<file path="src/rtl/wdog_pkg.sv">
package wdog_pkg;
   // Expiry event decoded by the countdown for the register file
   typedef enum logic [1:0] {
      EXP_NONE  = 2'd0,
      EXP_IRQ   = 2'd1,
      EXP_RESET = 2'd2
   } wdog_exp_e;
endpackage

</file>
<file path="src/rtl/wdog_span.sv">
// Computes multiplier * 4^res as a chain of conditional shift stages.
module wdog_span #(
   parameter int MULT_W = 5,
   parameter int RES_W  = 2,
   parameter int CNT_W  = MULT_W + 2 * ((1 << RES_W) - 1)
) (
   input  logic [MULT_W-1:0] mult,
   input  logic [RES_W-1:0]  res,
   output logic [CNT_W-1:0]  span
);
   localparam int MIN_W = MULT_W + 2 * ((1 << RES_W) - 1);

   generate
      if (CNT_W < MIN_W) begin : g_bad_width
         $error("wdog_span: CNT_W too narrow for the largest timeout");
      end
   endgenerate

   logic [CNT_W-1:0] stage [0:RES_W];

   assign stage[0] = CNT_W'(mult);

   generate
      for (genvar i = 0; i < RES_W; i++) begin : g_stage
         // bit i of res contributes a shift of 2 * 2^i
         assign stage[i+1] = res[i] ? (stage[i] << (2 * (1 << i))) : stage[i];
      end
   endgenerate

   assign span = stage[RES_W];
endmodule

</file>
<file path="src/rtl/wdog_countdown.sv">
// Tick-driven countdown with one-shot expiry and registered action pulses.
module wdog_countdown
   import wdog_pkg::*;
#(
   parameter int CNT_W = 11
) (
   input  logic             clk,
   input  logic             rst_n,
   input  logic             tick_en,
   input  logic             load,
   input  logic [CNT_W-1:0] load_val,
   input  logic             steer,
   output wdog_exp_e        exp_kind,
   output logic             rst_req,
   output logic             irq_pulse
);
   generate
      if (CNT_W < 1) begin : g_bad_cnt
         $error("wdog_countdown: CNT_W must be at least 1");
      end
   endgenerate

   logic [CNT_W-1:0] cnt_q;
   logic             active_q;
   logic             last_tick;

   assign last_tick = active_q && tick_en && !load && (cnt_q == CNT_W'(1));

   always_comb begin
      if (!last_tick)  exp_kind = EXP_NONE;
      else if (steer)  exp_kind = EXP_RESET;
      else             exp_kind = EXP_IRQ;
   end

   always_ff @(posedge clk or negedge rst_n) begin
      if (!rst_n) begin
         cnt_q     <= '0;
         active_q  <= 1'b0;
         rst_req   <= 1'b0;
         irq_pulse <= 1'b0;
      end else begin
         rst_req   <= 1'b0;
         irq_pulse <= 1'b0;
         if (load) begin
            cnt_q    <= load_val;
            active_q <= (load_val != '0);
         end else if (active_q && tick_en) begin
            if (cnt_q == CNT_W'(1)) begin
               cnt_q     <= '0;
               active_q  <= 1'b0;
               rst_req   <= steer;
               irq_pulse <= !steer;
            end else begin
               cnt_q <= cnt_q - CNT_W'(1);
            end
         end
      end
   end

   // an armed countdown never holds zero
   a_r9_active_nonzero: assert property (@(posedge clk) disable iff (!rst_n)
      active_q |-> (cnt_q != '0));
   // reset request lasts one cycle
   a_r7_rst_single: assert property (@(posedge clk) disable iff (!rst_n)
      rst_req |=> !rst_req);
   // interrupt lasts one cycle
   a_r8_irq_single: assert property (@(posedge clk) disable iff (!rst_n)
      irq_pulse |=> !irq_pulse);
   // the two actions never coincide
   a_r8_exclusive: assert property (@(posedge clk) disable iff (!rst_n)
      !(rst_req && irq_pulse));
   // a restart suppresses any action in the following cycle
   a_r10_load_wins: assert property (@(posedge clk) disable iff (!rst_n)
      load |=> !(rst_req || irq_pulse));
endmodule

</file>
<file path="src/rtl/wdog_cfg_reg.sv">
// Configuration register and sticky flag, updated by writes and expiry.
module wdog_cfg_reg
   import wdog_pkg::*;
#(
   parameter int DATA_W = 8
) (
   input  logic              clk,
   input  logic              rst_n,
   input  logic              wr_en,
   input  logic [DATA_W-1:0] wdata,
   input  wdog_exp_e         exp_kind,
   output logic [DATA_W-1:0] cfg_q,
   output logic              flag_q,
   output logic              clr_q
);
   always_ff @(posedge clk or negedge rst_n) begin
      if (!rst_n) begin
         cfg_q  <= '0;
         flag_q <= 1'b0;
         clr_q  <= 1'b0;
      end else begin
         clr_q <= 1'b0;
         if (wr_en) begin
            cfg_q  <= wdata;
            flag_q <= 1'b0;
         end else begin
            case (exp_kind)
               EXP_IRQ: flag_q <= 1'b1;
               EXP_RESET: begin
                  flag_q <= 1'b1;
                  cfg_q  <= '0;
                  clr_q  <= 1'b1;
               end
               default: ;
            endcase
         end
      end
   end

   // a write leaves the flag clear
   a_r3_write_clears_flag: assert property (@(posedge clk) disable iff (!rst_n)
      wr_en |=> !flag_q);
   // the flag is sticky until a write
   a_r6_flag_sticky: assert property (@(posedge clk) disable iff (!rst_n)
      (flag_q && !wr_en) |=> flag_q);
endmodule

</file>
<file path="src/rtl/wdog_steer.sv">
// Watchdog top: register, timeout span, countdown and steering.
module wdog_steer #(
   parameter int DATA_W = 8,
   parameter int MULT_W = 5,
   parameter int RES_W  = 2
) (
   input  logic              clk,
   input  logic              rst_n,
   input  logic              tick_en,
   input  logic              wr_en,
   input  logic              rd_en,
   input  logic [DATA_W-1:0] wdata,
   output logic [DATA_W-1:0] rdata,
   output logic              rst_req,
   output logic              irq_pulse,
   output logic              wd_flag,
   output logic              clr_strobe
);
   import wdog_pkg::*;

   localparam int CNT_W     = MULT_W + 2 * ((1 << RES_W) - 1);
   localparam int MULT_LSB  = RES_W;
   localparam int STEER_BIT = DATA_W - 1;

   generate
      if (DATA_W != RES_W + MULT_W + 1) begin : g_bad_layout
         $error("wdog_steer: DATA_W must equal RES_W + MULT_W + 1");
      end
   endgenerate

   logic [DATA_W-1:0] cfg_q;
   logic [DATA_W-1:0] src;
   logic [CNT_W-1:0]  span;
   logic              load;
   wdog_exp_e         exp_kind;

   // A write reloads from the new value, a read from the stored one
   assign src  = wr_en ? wdata : cfg_q;
   assign load = wr_en || rd_en;

   wdog_span #(.MULT_W(MULT_W), .RES_W(RES_W), .CNT_W(CNT_W)) u_span (
      .mult (src[MULT_LSB +: MULT_W]),
      .res  (src[RES_W-1:0]),
      .span (span)
   );

   wdog_countdown #(.CNT_W(CNT_W)) u_count (
      .clk       (clk),
      .rst_n     (rst_n),
      .tick_en   (tick_en),
      .load      (load),
      .load_val  (span),
      .steer     (cfg_q[STEER_BIT]),
      .exp_kind  (exp_kind),
      .rst_req   (rst_req),
      .irq_pulse (irq_pulse)
   );

   wdog_cfg_reg #(.DATA_W(DATA_W)) u_cfg (
      .clk      (clk),
      .rst_n    (rst_n),
      .wr_en    (wr_en),
      .wdata    (wdata),
      .exp_kind (exp_kind),
      .cfg_q    (cfg_q),
      .flag_q   (wd_flag),
      .clr_q    (clr_strobe)
   );

   assign rdata = cfg_q;

   // reset action wipes the register, raises the flag and strobes the clear
   a_r7_reset_action: assert property (@(posedge clk) disable iff (!rst_n)
      rst_req |-> (rdata == '0 && wd_flag && clr_strobe));
   // an interrupt is always accompanied by the flag
   a_r6_flag_with_irq: assert property (@(posedge clk) disable iff (!rst_n)
      irq_pulse |-> wd_flag);
endmodule

</file>
<file path="config.mk">
export PLATFORM = sky130hd
export DESIGN_NAME = wdog_steer
export DESIGN_NICKNAME = d
export VERILOG_FILES = /design/src/rtl/wdog_pkg.sv /design/src/rtl/wdog_span.sv /design/src/rtl/wdog_countdown.sv /design/src/rtl/wdog_cfg_reg.sv /design/src/rtl/wdog_steer.sv
export SDC_FILE = /design/constraint.sdc
export NUM_CORES = 1
export LEC_CHECK = 0
export BUFFER_PORTS_ARGS = -buffer_cell sky130_fd_sc_hd__buf_4
export CORE_MARGIN = 10
export CORE_UTILIZATION = 40
export DETAILED_ROUTE_END_ITERATION = 8
export PLACE_DENSITY = 0.57
export REMOVE_ABC_BUFFERS = 1
export SYNTH_ARGS = -nofsm -noshare
export SYNTH_HDL_FRONTEND = slang
export SYNTH_SLANG_ARGS = --single-unit
</file>
<file path="constraint.sdc">
create_clock -name clk -period 2.4 [get_ports clk]
set_clock_uncertainty 0.2 [all_clocks]
set_input_delay 0.12 -clock clk [delete_from_list [all_inputs] [get_ports clk]]
set_output_delay 0.12 -clock clk [all_outputs]
set_load 0.01 [all_outputs]
</file>
==> impl_metrics.tcl, run 1 <==
set metrics [dict create \
    ant_nets 0 \
    path_cells "dlygate4sd3_1, buf_6, or4b_2, o21ai_1, a31oi_1, dlygate4sd3_1" \
    tritoncts "yes" \
    grt_max_degree 25 \
    final_cells 237 \
    finalNetCount 207 \
    die_y_um 79.8 \
    dp_cells 220 \
    switchingPower_mw 0.373 \
    combPwrFrac 0.289 \
    io_buffers 24 \
    track_usage 0.127 \
    cts_buffers 3 \
    finalCritPeriodShare 0.968 \
    synth-main-ff-cell "dfrtp_1" \
    drt_first_pass_iters 4 \
    hold_viol 4 \
    route.detailed.drc 0 \
    postPlaceCellArea_sq_mm 0.00168 \
    cts_root_buffer "clkbuf_4" \
    netlist_instances 150 \
    grt_pass1_wl_mm 6.64 \
    drtIter0Drc 137 \
    crit_arrival_ns 2.36 \
    numClockSinks 24 \
    netlist_area_sq_mm 0.00143 \
    finish.utilization 0.550 \
    die_area_sq_mm 0.00637 \
    synth-edff-count 0 \
    worst-path-max-fanout 20 \
    synth_top_area_cell "dfrtp_1" \
    antenna_cells 0 \
    synth_top_area_frac 0.420 \
    async_flop_share 1.00 \
    rsz0062_at_grt "no" \
    crit_family "buffers and inverters" \
    globalplace.congestion 0.897 \
    crit_type "primary input to flop" \
    htreeDepth 1 \
    holdWs_ns -0.00232 \
    cp-end-kind "flop" \
    final_area_sq_mm 0.00187 \
    yosysSeqAreaShare 0.420 \
    vias_per_cell 5.75 \
    vias 1363 \
    worst_pin_slew_ns 0.462 \
    grt-ovfl-total 0 \
    max-cap-violations 0 \
    p_leak_nw 0.828 \
    syn_to_final_growth_pct 30.4 \
    cp_slowest_cell "or4b_2" \
    setup_tns_ns 0 \
    core_area_sq_mm 0.00339 \
    synth_seq_cells 24 \
    internal_power_mw 0.775 \
    rows 21 \
    p_clk_frac 0.262 \
    synth_top_cells_by_count "24 x dfrtp_1, 19 x nor2_1, 13 x nand2_1, 11 x mux2i_1, 7 x inv_1" \
    fin_crit_ns 2.32 \
    critPathBufInv 3 \
    power_density_mw_per_mm2 615 \
    violations "negative hold slack" \
    ctsLongestPathBuffers 2 \
    clk_latency_ns 0.33 \
    clk_pin_slew_worst_paths_ns 0.15 \
    syn_avg_cell_area_sq_um 9.53 \
    die_w_um 79.8 \
    drt_wl_total_mm 3.92 \
    drive_gt1_frac 0.251 \
    netlist_top_cells_area "dfrtp_1 42%, mux2i_1 7.7%, nor2_1 5.0%" \
    holdCritPathClass "primary input to async pin" \
    dp_hpwl_mm 2.84 \
    cpPeakStageDelay_ns 0.68 \
    setup_viol 0 \
    peakVddDrop_v 0.000360 \
    yosys.cell_types.count 44 \
    cp-start-kind "primary input" \
    grt_pass1_vias 1307 \
    status "finished with violations" \
    final_max_slew_viol_count 0 \
    wire_per_inst_um 16.5 \
    crit_required_ns 2.44 \
    swShare 0.325 \
    max_freq_ghz 0.431 \
    pin_count 25 \
    initial_core_util 0.422 \
    slew_headroom 0.683 \
    p_seq_frac 0.449 \
    antenna_found_initial 0 \
    yosys_warnings 0 \
    cp_common_cell "dlygate4sd3_1" \
    synth.most_common_cell "dfrtp_1" \
]
-- path summary, 6_finish.rpt --
path | startpoint | end | slack (ns) | cells after the start
max reg2reg | u_count.cnt_q[1] | u_count.active_q | 0.20 | 8
min reg2reg | u_cfg.cfg_q[7] | u_count.irq_pulse | 0.29 | 1
min | rst_n | u_count.irq_pulse | -0.002 | 2
max | wr_en | u_count.active_q | 0.08 | 6
max in group asynchronous | rst_n | u_count.cnt_q[4] | 1.74 | 2
min in group clk | u_cfg.cfg_q[7] | u_count.irq_pulse | 0.29 | 1
-- registers in the layout, indices dropped and copies added, names as in the netlist --
signal             flops
u_cfg.cfg_q            8
u_cfg.clr_q            1
u_cfg.flag_q           1
u_count.active_q       1
u_count.cnt_q         11
u_count.irq_pulse      1
u_count.rst_req        1
-- metrics by stage --
step,worst slack (ns),hold slack [ns],total power [mW]
after floorplan,0.417,-0.376,0.709
after global placement,0.439,-0.162,0.832
after detailed placement,0.402,-0.156,0.833
after CTS,0.0527,0.00480,1.16
after global routing,0.0112,0.0192,1.22
final,0.0779,-0.00232,1.15
-- final cells by class --
type	count	area [sq um]
clock buffer	3	22.5
fill	299	1520
clock inverter	1	30.0
timing repair buffer	42	352
tap	46	57.6
inverter	7	26.3
multi-input combinational	114	777
sequential	24	601
-- repair_timing --
action                                  in CTS  in global routing
endpoints found under the setup margin       0                  1
hold endpoints to repair                    35                  0
hold buffers                                13                  0
buffers inserted                             0                  0
gates resized for setup                      0                  2
-- layout by cell type (no fill, tap or decap), types with 3 or more instances in the layout --
| cell | Yosys | final |
|---|---|---|
| o21ai_0 | 5 | 4 |
| a21oi_1 | 4 | 4 |
| clkbuf_4 | 0 | 3 |
| nand2_1 | 13 | 13 |
| buf_4 | 1 | 28 |
| a22oi_1 | 3 | 3 |
| or2_2 | 4 | 4 |
| inv_1 | 7 | 7 |
| dfrtp_1 | 24 | 24 |
| o211ai_1 | 3 | 3 |
| nand3_1 | 4 | 4 |
| nor2_1 | 19 | 19 |
| nor4_1 | 4 | 4 |
| mux2i_1 | 11 | 11 |
| nand4_1 | 5 | 5 |
| or4_1 | 4 | 4 |
| o311ai_0 | 4 | 4 |
| dlygate4sd3_1 | 0 | 13 |
-- metal layers --
layer / track usage / routed length (um) / up-vias
met2: 0.210 / 1880 / 38
li1: - / - / 645
met3: 0.0360 / 264 / 2
met5: 0 / 0 / -
met1: 0.164 / 1750 / 678
met4: 0.0194 / 20 / 0
-- worst register-to-register path: stages, from the launching register on --
cell,delay (ns)
dfrtp_1,0.43
inv_1,0.09
ha_1,0.17
nor3b_1,0.19
buf_4,0.17
nand4_1,0.10
a21oi_1,0.18
a31oi_1,0.05
dlygate4sd3_1,0.57
-- cells by family (layout without fill, tap and decap cells) --
logic type,Yosys count,count (layout),share of synthesized area
AND/OR/NAND/NOR,67,67,0.262
AO/OA/AOI/OAI,32,32,0.169
flip-flops,24,24,0.420
multiplexers,13,13,0.0945
buffers and inverters,12,53,0.0367
adder cells (fa/ha/maj),2,2,0.0175
-- power groups by stage --
stage,logic (mW),clock network (mW),registers [mW]
4_1_cts,0.330,0.311,0.514
5_1_grt,0.370,0.324,0.524
2_1_floorplan,0.193,0,0.516
3_5_place_dp,0.312,0,0.521
3_3_place_gp,0.313,0,0.519
6_report,0.332,0.300,0.516
Power figures use the tool's default switching activity.
==> inputs of run 2 (changes only) <==
Settings changed: PLACE_DENSITY 0.57 to 0.59, SYNTH_HIERARCHICAL set to 1.
Clock period 2.4 ns to 2.1 ns, I/O delays scaled along.
==> run 2 against run 1 <==
The run ends with negative setup slack left. Hold slack gained 0.032 ns. Routed wire length is 2.2% lower. Global-route usage down 0.67 points. Register-to-register slack got worse by 0.30 ns. Cell count rose by 11%. First-iteration DRC count decreased by 6.6%. Critical path depth up 2. Power increased by 22%. Area after synthesis increased by 6.0%. Clock power increased by 6%. Critical path type is now flop to flop. Critical endpoint is now u_cfg/cfg_q[0]. Largest cell class unchanged.
==> impl_metrics.tcl, run 2 <==
set metrics [dict create \
    core_area_sq_mm 0.00366 \
    grtUsageMet3 0.0360 \
    clk_pin_slew_worst_paths_ns 0.08 \
    top_register "u_count/cnt_q" \
    initial_core_util 0.414 \
    place_ws_ns -0.200 \
    drt_first_pass_iters 4 \
    cp-start-kind "flop" \
    finalNetCount 231 \
    drive_gt1_frac 0.402 \
    wire_per_inst_um 14.6 \
    syn_to_final_growth_pct 44.4 \
    track_usage 0.121 \
    netlist_instances 150 \
    holdCritPathClass "primary input to flop" \
    htreeDepth 1 \
    cp_slowest_cell "dfrtp_1" \
    worst-path-max-fanout 8 \
    worst_pin_slew_ns 0.383 \
    die_y_um 81.6 \
    clk_latency_ns 0.27 \
    p_leak_nw 1.03 \
    grt.met2_usage 0.207 \
    max_freq_ghz 0.454 \
    max-cap-violations 0 \
    ctsLongestPathBuffers 2 \
    hold_viol 0 \
    top_regs "u_count/cnt_q x11, u_cfg/cfg_q x8" \
    route.detailed.drc 0 \
    crit_family "simple AND/OR/NAND/NOR gates" \
    synth-edff-count 0 \
    grt_pass1_wl_mm 6.56 \
    setup_viol 8 \
    synth.most_common_cell "dfrtp_1" \
    synth_top_area_frac 0.396 \
    syn_avg_cell_area_sq_um 10.1 \
    globalplace.congestion 0.870 \
    peakVddDrop_v 0.000353 \
    netlist_top_cells_area "dfrtp_1 40%, mux2_4 6.9%, a22o_1 4.6%" \
    violations "negative setup slack" \
    hold_depth 4 \
    final_cell_mix "57 x buf_4, 24 x dfrtp_1, 13 x nor2_1" \
    grt_use_met1 0.141 \
    rsz0062_at_grt "yes" \
    crit_arrival_ns 2.21 \
    antenna_cells 0 \
    yosys_warnings 6 \
    power_mw 1.40 \
    ant_nets 0 \
    synth_top_cells_by_count "24 x dfrtp_1, 13 x nor2_1, 12 x nand2_1, 8 x a22o_1, 8 x nor2b_1" \
    synth_seq_cells 24 \
    pin_count 25 \
    yosysSeqAreaShare 0.396 \
    drtIter0Drc 128 \
    vias 1376 \
    grt-ovfl-total 0 \
    dp_hpwl_mm 2.87 \
    power_density_mw_per_mm2 640 \
    antenna_found_initial 0 \
    fin_crit_ns 2.20 \
    grt_max_degree 28 \
    yosys.cell_types.count 40 \
    grt_pass1_vias 1424 \
    finalCritPeriodShare 1.05 \
    io_buffers 24 \
    postPlaceCellArea_sq_mm 0.00195 \
    final_max_slew_viol_count 0 \
    numClockSinks 24 \
    cts_root_buffer "clkbuf_8" \
    synth_top_area_cell "dfrtp_1" \
    cts_buffers 3 \
    die_area_sq_mm 0.00665 \
    largest_register_ffs 11 \
    layout_commonest_cell "buf_4" \
    fin_ws_ns -0.105 \
    crit_type "flop to flop" \
    slew_headroom 0.744 \
    tritoncts "yes" \
    drt_wl_total_mm 3.83 \
    globalRoute.busiestLayer "met2" \
    async_flop_share 1.00 \
    path_cells "nor4_4, nand3_1, or3b_4, nor2_1, inv_1, ha_4, nor2_4, a22o_1" \
    cp-end-kind "flop" \
    synth-main-ff-cell "dfrtp_1" \
    cpPeakStageDelay_ns 0.42 \
    vias_per_cell 5.25 \
    finish.utilization 0.598 \
    crit_required_ns 2.11 \
    reg2reg_depth 8 \
    netlist_area_sq_mm 0.00152 \
    critPathBufInv 1 \
    rows 22 \
    die_w_um 81.6 \
    crit_cells 8 \
    status "finished with violations" \
    final_area_sq_mm 0.00219 \
]
run 2: what timing repair did:
item                                   4_1_cts  5_1_grt
gates resized for setup                      4       13
endpoints found under the hold margin       32        0
hold buffers                                 9        0
setup endpoints to repair                   11       11
pin swaps                                    7       11
buffers inserted                             0        2
run 2: worst min-delay path: stages:
cell and delay (ns):
buf_4 0.09, inv_1 0.03, o21ai_0 0.17, o21ai_1 0.06
run 2: final cells by class:
type                    count  area (sq um)
fillers                   299          1470
multi-input cells         111           905
flip-flops and latches     24           601
repair buffers             68           543
well taps                  48          60.1
clock buffers               4          55.1
inverters                   7          26.3
run 2: final timing paths:
kind / startpoint / to / slack, ns
worst max-delay path: u_count/cnt_q[7] / u_cfg/cfg_q[0] / -0.10
max in group asynchronous: rst_n / u_count/cnt_q[1] / 1.40
worst min-delay path: tick_en / u_count/active_q / 0.03
min in group asynchronous: rst_n / u_count/cnt_q[6] / 0.06
worst max register to register: u_count/cnt_q[7] / u_cfg/cfg_q[0] / -0.10
worst min register to register: u_cfg/cfg_q[7] / u_count/irq_pulse / 0.31
run 2: layer usage:
metal | wire length, um | up-vias
met5 | 0 | -
met3 | 227 | 4
li1 | - | 673
met2 | 1940 | 38
met1 | 1630 | 661
met4 | 38 | 0
run 2: cells by family after synthesis:
logic type,count (synthesis),synth area share
and+or+nand+nor,56,0.220
AOI/OAI and AO/OA,34,0.167
DFF,24,0.396
buffers and inverters,15,0.0536
muxes,13,0.109
xor gates and xnor gates,5,0.0289
adders and majority gates,3,0.0248
run 2: power breakdown:
| part | switching, mW | leakage [nW] | internal [mW] | total (mW) |
|---|---|---|---|---|
| Combinational | 0.241 | 0.693 | 0.295 | 0.536 |
| Sequential | 0.0407 | 0.306 | 0.508 | 0.548 |
| Clock | 0.149 | 0.0288 | 0.167 | 0.317 |
| Total | 0.430 | 1.03 | 0.970 | 1.40 |
run 2: through the flow:
step                cells  setup TNS, ns  hold slack, ns
detailed placement    247          -1.53          -0.173
finish                262         -0.757          0.0298
CTS                   260          -1.34          0.0292
global placement      247          -1.16          -0.181
global route          262          -1.72          0.0537
floorplan             142         -0.850          -0.391
==> inputs of run 3 (changes only) <==
Settings changed: CORE_UTILIZATION 40 to 50, PLACE_DENSITY 0.59 to 0.72.
==> run 3 against run 2 <==
The flow still finishes with violations (negative setup slack). First-iteration DRC count rose by 31%. Routed wire length rose by 3.5%. Sequential power barely moved. Sequential cell count did not move. Global-route usage rose by 2.1 points. Die area fell by 15%. Clock power rose by 12%. Non-clock buffer count rose by 1. Largest cell class unchanged. Clock-buffer cell count fell by 1.
==> impl_metrics.tcl, run 3 (synthesis results as in run 2) <==
set metrics [dict create \
    holdCritPathClass "primary input to async pin" \
    top_regs "u_count/cnt_q x11, u_cfg/cfg_q x8" \
    largest_register_ffs 11 \
    vias_per_cell 5.60 \
    worst-path-max-fanout 8 \
    setup_tns_ns -0.883 \
    regArea_sq_um 601 \
    max-cap-violations 0 \
    dp_hpwl_mm 2.73 \
    grt_max_degree 28 \
    drt_wl_total_mm 3.97 \
    multi_input_area_sq_um 851 \
    finalCritPeriodShare 1.05 \
    power_density_mw_per_mm2 669 \
    setup_viol 9 \
    antenna_found_initial 0 \
    cp-start-kind "flop" \
    drt_first_pass_iters 4 \
    cts_root_buffer "clkbuf_4" \
    ctsLongestPathBuffers 2 \
    status "finished with violations" \
    clk_latency_ns 0.34 \
    reg2reg_depth 8 \
    fillers 201 \
    grt_pass1_vias 1349 \
    fin_crit_ns 2.21 \
    ff2ff_setup_slack_ns -0.11 \
    die_y_um 75.1 \
    violations "negative setup slack" \
    finalNetCount 232 \
    crit_required_ns 2.19 \
    final_cell_mix "56 x buf_4, 24 x dfrtp_1, 13 x nor2_1" \
    grt_pass1_wl_mm 6.33 \
    rsz0062_at_grt "yes" \
    ant_nets 0 \
    crit_arrival_ns 2.30 \
    antenna_cells 0 \
    die_area_sq_mm 0.00564 \
    slew_headroom 0.706 \
    fin_ws_ns -0.114 \
    grt-ovfl-total 0 \
    p_leak_nw 1.02 \
    final_max_slew_viol_count 0 \
    max_freq_ghz 0.452 \
    route.detailed.drc 0 \
    tritoncts "yes" \
    clk_pin_slew_worst_paths_ns 0.15 \
    hold_viol 0 \
    cp-endpoint "u_cfg/cfg_q[2]" \
    final_cells 246 \
    numClockSinks 24 \
    track_usage 0.142 \
    core_area_sq_mm 0.00283 \
    worst_pin_slew_ns 0.434 \
    pin_count 25 \
    rr_endpoint "u_cfg/cfg_q[2]" \
    initial_core_util 0.536 \
    layout_commonest_cell "buf_4" \
    syn_to_final_growth_pct 40.4 \
    drive_gt1_frac 0.358 \
    crit_type "flop to flop" \
    cts_buffers 3 \
    htreeDepth 1 \
    drtIter0Drc 168 \
    crit_start "u_count/cnt_q[9]" \
    wire_per_inst_um 16.1 \
    r2r-start "u_count/cnt_q[9]" \
    globalplace.congestion 0.888 \
    top_register "u_count/cnt_q" \
    die_w_um 75.1 \
    vias 1377 \
    dp_cells 225 \
    peakVddDrop_v 0.000403 \
    cp-end-kind "flop" \
    io_buffers 24 \
    rows 19 \
]
-- run 3: area by class of cell --
type                    instances  share of cell area
multi-input cells             111               0.400
clock inverters                 1              0.0141
inverters                       7              0.0123
flip-flops and latches         24               0.282
repair buffers                 69               0.263
clock buffers                   3              0.0106
well taps                      31              0.0182
-- run 3: worst max-delay path: stages, from the launching register on --
cell     delay, ns
dfrtp_1       0.44
nor4_4        0.32
nand3_1       0.11
or3b_4        0.40
nor2_1        0.10
inv_1         0.05
ha_2          0.18
nor2_4        0.19
a22o_1        0.17
-- run 3: report_power, final --
part           total [mW]  switching [mW]  internal (mW)
logic               0.518           0.238          0.281
registers           0.551          0.0432          0.508
clock network       0.355           0.162          0.193
-- run 3: worst min path at each step --
stage,to,from,depth (start not counted)
2_1_floorplan,u_cfg/cfg_q[0],rst_n,0
3_3_place_gp,u_cfg/clr_q,rst_n,1
3_5_place_dp,u_count/rst_req,rst_n,1
4_1_cts,u_count/rst_req,rst_n,3
5_1_grt,u_count/rst_req,rst_n,3
6_report,u_count/rst_req,rst_n,3
-- run 3: stage by stage --
stage,hold WS [ns],utilization,power [mW],cell area [sq um],setup slack [ns]
finish,0.00519,0.753,1.42,2130,-0.114
global route,0.0134,0.753,1.49,2130,-0.203
CTS,0.0107,0.746,1.41,2110,-0.151
detailed placement,-0.171,0.668,1.03,1890,-0.146
global placement,-0.179,0.668,1.02,1890,-0.0804
floorplan,-0.391,-,0.813,1460,-0.106
-- run 3: metal layers --
metal	global-route usage	wire, um	vias to the layer above
met4	0.0504	36	0
met1	0.184	1800	668
met2	0.229	1940	35
li1	-	-	670
met3	0.0302	184	4
met5	0	0	-
-- run 3: what timing repair did --
item	in CTS	in global routing
buffers inserted	3	1
setup endpoints to repair	11	11
pin swaps	10	12
hold buffers	13	0
gates resized for setup	3	2
hold endpoints to repair	33	0
